--- config.mk ---
export PLATFORM = sky130hd
export DESIGN_NAME = reaction_bcd_timer
export DESIGN_NICKNAME = d
export VERILOG_FILES = /design/src/rtl/reaction_bcd_timer.sv
export SDC_FILE = /design/constraint.sdc
export NUM_CORES = 1
export LEC_CHECK = 0
export BUFFER_PORTS_ARGS = -buffer_cell sky130_fd_sc_hd__buf_2
export CORE_MARGIN = 10
export CORE_UTILIZATION = 55
export DETAILED_ROUTE_END_ITERATION = 7
export GPL_ROUTABILITY_DRIVEN = 0
export PLACE_DENSITY = 0.77
export SYNTH_ARGS = -nofsm -noshare
export SYNTH_HDL_FRONTEND = slang
export SYNTH_SLANG_ARGS = --single-unit
--- constraint.sdc ---
create_clock -name clk -period 4.5 [get_ports clk]
set_clock_uncertainty 0.2 [all_clocks]
set_input_delay 0.9 -clock clk [delete_from_list [all_inputs] [get_ports clk]]
set_output_delay 0.9 -clock clk [all_outputs]
set_load 0.02 [all_outputs]
--- src/rtl/reaction_bcd_timer.sv ---
module reaction_bcd_timer #(
  parameter int HOLD_CYCLES = 50000
) (
  input  logic       clk,
  input  logic       rst,
  input  logic [1:0] mode,
  input  logic       tick,
  input  logic       bump,
  input  logic       halt,
  output logic       led,
  output logic [3:0] d_ones,
  output logic [3:0] d_tens,
  output logic [3:0] d_hund,
  output logic [3:0] d_thou
);
  localparam int CW = $clog2(HOLD_CYCLES + 1);
  localparam logic [CW-1:0] LIMIT = CW'(HOLD_CYCLES);

  logic [15:0]   cnt;
  logic [1:0]    mode_q;
  logic [CW-1:0] wait_cnt;
  logic          armed, frozen;
  logic          arm, react, advance;

  function automatic logic [15:0] bcd_inc(input logic [15:0] v);
    logic [15:0] r;
    logic c;
    r = v;
    c = 1'b1;
    for (int i = 0; i < 4; i++) begin
      if (c) begin
        if (v[4*i +: 4] == 4'd9) r[4*i +: 4] = 4'd0;
        else begin
          r[4*i +: 4] = v[4*i +: 4] + 4'd1;
          c = 1'b0;
        end
      end
    end
    return r;
  endfunction

  assign react   = (mode == 2'b10);
  assign arm     = react && (mode_q != 2'b10);
  assign led     = armed && (wait_cnt == LIMIT);
  assign advance = bump
                 || (mode == 2'b01 && tick)
                 || (react && tick && led && !frozen && !halt && !arm);

  always_ff @(posedge clk or posedge rst) begin
    if (rst) begin
      cnt      <= '0;
      mode_q   <= '0;
      wait_cnt <= '0;
      armed    <= 1'b0;
      frozen   <= 1'b0;
    end else begin
      mode_q <= mode;
      if (advance) cnt <= bcd_inc(cnt);
      if (arm) begin
        armed    <= 1'b1;
        wait_cnt <= '0;
        frozen   <= 1'b0;
      end else begin
        if (armed && wait_cnt != LIMIT) wait_cnt <= wait_cnt + 1'b1;
        if (react && halt && led) frozen <= 1'b1;
      end
    end
  end

  assign {d_thou, d_hund, d_tens, d_ones} = cnt;

  p_digit_range_r2: assert property (@(posedge clk) disable iff (rst)
    d_ones <= 4'd9 && d_tens <= 4'd9 && d_hund <= 4'd9 && d_thou <= 4'd9);

  p_rollover_r3: assert property (@(posedge clk) disable iff (rst)
    (bump && cnt == 16'h9999) |=> (cnt == 16'h0000));

  p_bump_one_r5: assert property (@(posedge clk) disable iff (rst)
    (bump && d_ones != 4'd9) |=>
      (d_ones == $past(d_ones) + 4'd1) && (cnt[15:4] == $past(cnt[15:4])));

  p_entry_dark_r6: assert property (@(posedge clk) disable iff (rst)
    arm |=> !led);

  p_led_sticky_r7: assert property (@(posedge clk) disable iff (rst)
    (led && !arm) |=> led);

  p_wait_still_r8: assert property (@(posedge clk) disable iff (rst)
    (react && !led && !bump) |=> $stable(cnt));

  p_frozen_still_r9: assert property (@(posedge clk) disable iff (rst)
    (react && frozen && !arm && !bump) |=> $stable(cnt));

  p_idle_modes_r10: assert property (@(posedge clk) disable iff (rst)
    ((mode == 2'b00 || mode == 2'b11) && !bump) |=> $stable(cnt));
endmodule

==> flow_metrics.env <==
export IMPL_outcome="finished, final reports clean"
export IMPL_grt_start_max_net_pins=29
export IMPL_hold_buffers=0
export IMPL_cts_clk_slew_worst_paths_ps=100
export IMPL_critical_path_startpoint_type="flop"
export IMPL_drt_initial_drc_count=147
export IMPL_clock_latency_ps=340
export IMPL_io_pins=24
export IMPL_postSynth_asyncResetShare=1.000
export IMPL_effective_utilization_at_floorplan=0.5840
export IMPL_grt_overflow_total=0
export IMPL_fp_dieArea_sq_mm=0.006026
export IMPL_finalCritPeriodShare=0.7468
export IMPL_syn_to_final_growth_pct=11.64
export IMPL_drt_pass1_iter_count=4
export IMPL_clock_sinks=36
export IMPL_min_to="cnt[4]"
export IMPL_clock_root_buffer="sky130_fd_sc_hd__clkbuf_4"
export IMPL_place_port_buffers=23
export IMPL_postSynthAreaPerCell_sq_um=10.04
export IMPL_avgViaCountPerCell=5.600
export IMPL_setup_reg_to_reg_worst_slack_ps=1860
export IMPL_post_route_drc_count=0
export IMPL_critPathCaptureType="output pin"
export IMPL_worstHoldPathCells=1
export IMPL_chipHeight_um=77.63
export IMPL_fmax_mhz=297.5
export IMPL_synth_net_count=191
export IMPL_final_cell_mix="sky130_fd_sc_hd__dfrtp_1 (36), sky130_fd_sc_hd__nor2_1 (25), sky130_fd_sc_hd__buf_2 (23)"
export IMPL_cp_max_fo=5
export IMPL_fill_count=273
export IMPL_cp_slowest_cell="sky130_fd_sc_hd__or4_1"
export IMPL_final_common_cell="sky130_fd_sc_hd__dfrtp_1"
export IMPL_critical_path_reg2reg_startpoint="wait_cnt[10]"
export IMPL_synth_edff_count=0
export IMPL_post_cts_resize_count=0
export IMPL_worst_slew_pin_transition_ps=1071
export IMPL_regToRegEndpoint="cnt[13]"
export IMPL_critical_path_required_ps=3400
export IMPL_grt_pass1_vias=1389
export IMPL_drive_above_1_share=0.1754
export IMPL_timing_hold_worst_class="reg -> reg"
export IMPL_cts_buffers_inserted=5
export IMPL_htreeDepth=2
export IMPL_static_leakage_power_nw=0.9970
export IMPL_worst_slew_margin_relative_to_its_limit=0.2851
export IMPL_power_density_mw_per_mm2=401.3
export IMPL_postRouteWirelength_um=3785
export IMPL_diodes_inserted=0
export IMPL_critPathBufInv=1
export IMPL_critPathTopFamily="simple AND/OR/NAND/NOR gates"
export IMPL_synthesis_instances=182
export IMPL_design_core_area_sq_mm=0.003128
export IMPL_ys_warn_count=0
export IMPL_ff2ff_path_depth=5
export IMPL_ys_dominant_reg_cell="sky130_fd_sc_hd__dfrtp_1"
export IMPL_grt_usage=0.1293
export IMPL_unrepaired_setup_endpoints_after_global_routing="false"
export IMPL_timing_worst_setup_path_type="reg -> out"
export IMPL_cp_startpoint="wait_cnt[10]"
export IMPL_synth_lib_cells_used_distinct=40
export IMPL_setup_violations_final=0
export IMPL_hold_violations=0
export IMPL_tritoncts_clock_tree="done"
export IMPL_ctsLongestPathBuffers=2
export IMPL_post_drt_wl_per_cell_um=14.84
export IMPL_rows=20
export IMPL_dpl_instance_area_sq_mm=0.001981
export IMPL_antenna_found_initial=0
export IMPL_hold_start="cnt[4]"
export IMPL_die_w_um=77.63
export IMPL_cell_area_after_layout_sq_mm=0.002039
export IMPL_synthesis_area_sq_mm=0.001827
export IMPL_cts_setup_buffers=0
export IMPL_routed_via_count=1428
export IMPL_finish_net_count=219
export IMPL_cp_slowest_stage_delay_ps=600
export IMPL_dp_final_hpwl_um=2691
export IMPL_multiInputGateArea_sq_um=849.6
export IMPL_max_cap_check_violation_count=0
export IMPL_critical_path_cell_chain="or4b_1 -> or4_1 -> nor2_1 -> buf_2"
export IMPL_grt_first_pass_wirelength_um=6444
export IMPL_drtAntennaViolNets=0
export IMPL_max_vdd_ir_drop_v=0.0003392
export IMPL_seq_area_frac_synth=0.4932
export IMPL_arrival_ps=2260
export IMPL_seq_area_sq_um=900.9
export IMPL_synth_seq_cells=36
export IMPL_setup_tns_ps=0
export IMPL_finalMaxSlewViolations=0
export IMPL_timing_final_crit_period_ps=3361
[worst reg2reg max path: cells and delay by family, from the launching register on]
kind | cells | cell delay, ps
AOI/OAI and AO/OA | 1 | 510
DFF | 1 | 430
muxes | 1 | 340
and+or+nand+nor | 3 | 1060
[stage by stage]
stage | cells | hold WS, ps | total power [mW] | setup WS (ps) | util
after floorplan | 182 | 284.8 | 0.5810 | 1566 | -
after global placement | 247 | 271.0 | 0.6335 | 1544 | 0.6332
after detailed placement | 247 | 280.4 | 0.6457 | 1519 | 0.6332
after CTS | 255 | 294.6 | 0.8265 | 1138 | 0.6520
after global routing | 255 | 319.9 | 0.8729 | 1054 | 0.6520
final | 255 | 292.2 | 0.8185 | 1139 | 0.6520
[report_power, final]
group,internal [mW],total [mW],switching (mW)
combinational,0.0889,0.211,0.122
sequential,0.370,0.430,0.0596
clock,0.0771,0.178,0.101
total,0.536,0.818,0.282
[registers in the layout (all words and copies together) (netlist names)]
signal    cells
armed         1
frozen        1
cnt          16
mode_q        2
wait_cnt     16
[worst max-delay path by stage]
stage | to | slack (ps) | cells after the start
floorplan | led | 1570 | 3
global placement | led | 1540 | 4
detailed placement | cnt[13] | 1520 | 6
CTS | led | 1140 | 4
global route | led | 1050 | 4
finish | led | 1140 | 4
[logic make-up after synthesis]
logic type      count (synthesis)  synth area share
simple gates                   86            0.2541
flops                          36            0.4931
xor+xnor                       20           0.09589
compound gates                 17           0.07124
buf+inv                        16           0.04177
mux                             5           0.03014
fa+ha+maj                       2           0.01370
[synthesized netlist by cell type (2+ instances only)]
master / count / area (sq um)
sky130_fd_sc_hd__and3_1: 3 / 18.77
sky130_fd_sc_hd__or3_1: 3 / 18.77
sky130_fd_sc_hd__nor4_1: 2 / 12.51
sky130_fd_sc_hd__nand3_1: 12 / 60.06
sky130_fd_sc_hd__or4bb_1: 2 / 22.52
sky130_fd_sc_hd__nor2b_1: 5 / 31.28
sky130_fd_sc_hd__mux2_2: 2 / 22.52
sky130_fd_sc_hd__a221o_1: 2 / 20.02
sky130_fd_sc_hd__and4_1: 4 / 35.03
sky130_fd_sc_hd__buf_6: 2 / 22.52
sky130_fd_sc_hd__nand4_1: 7 / 43.79
sky130_fd_sc_hd__and3b_1: 2 / 17.52
sky130_fd_sc_hd__a21oi_1: 4 / 20.02
sky130_fd_sc_hd__o21ai_0: 2 / 10.01
sky130_fd_sc_hd__xnor2_1: 10 / 87.58
sky130_fd_sc_hd__a22o_1: 2 / 17.52
sky130_fd_sc_hd__ha_1: 2 / 25.02
sky130_fd_sc_hd__dfrtp_1: 36 / 900.9
sky130_fd_sc_hd__mux2_1: 2 / 22.52
sky130_fd_sc_hd__nand2b_1: 3 / 18.77
sky130_fd_sc_hd__xor2_1: 10 / 87.58
sky130_fd_sc_hd__nor2_1: 25 / 93.84
sky130_fd_sc_hd__nor3_1: 2 / 10.01
sky130_fd_sc_hd__inv_1: 12 / 45.04
sky130_fd_sc_hd__nand2_1: 11 / 41.29
[routing by layer]
layer,up-vias,wire (um),global-route usage
met3,6,251,0.04378
li1,685,-,-
met4,0,38,0.06752
met2,49,1802,0.2040
met5,-,0,0
met1,688,1693,0.1523
[area by class of cell]
cell class                 instances  area share
sequential                        36      0.4417
multi-input combinational        130      0.4166
timing repair buffer              25     0.06380
clock buffer                       8     0.02883
tap                               44     0.02699
inverter                          12     0.02209
Note: power is estimated with default switching activity, not from simulation.
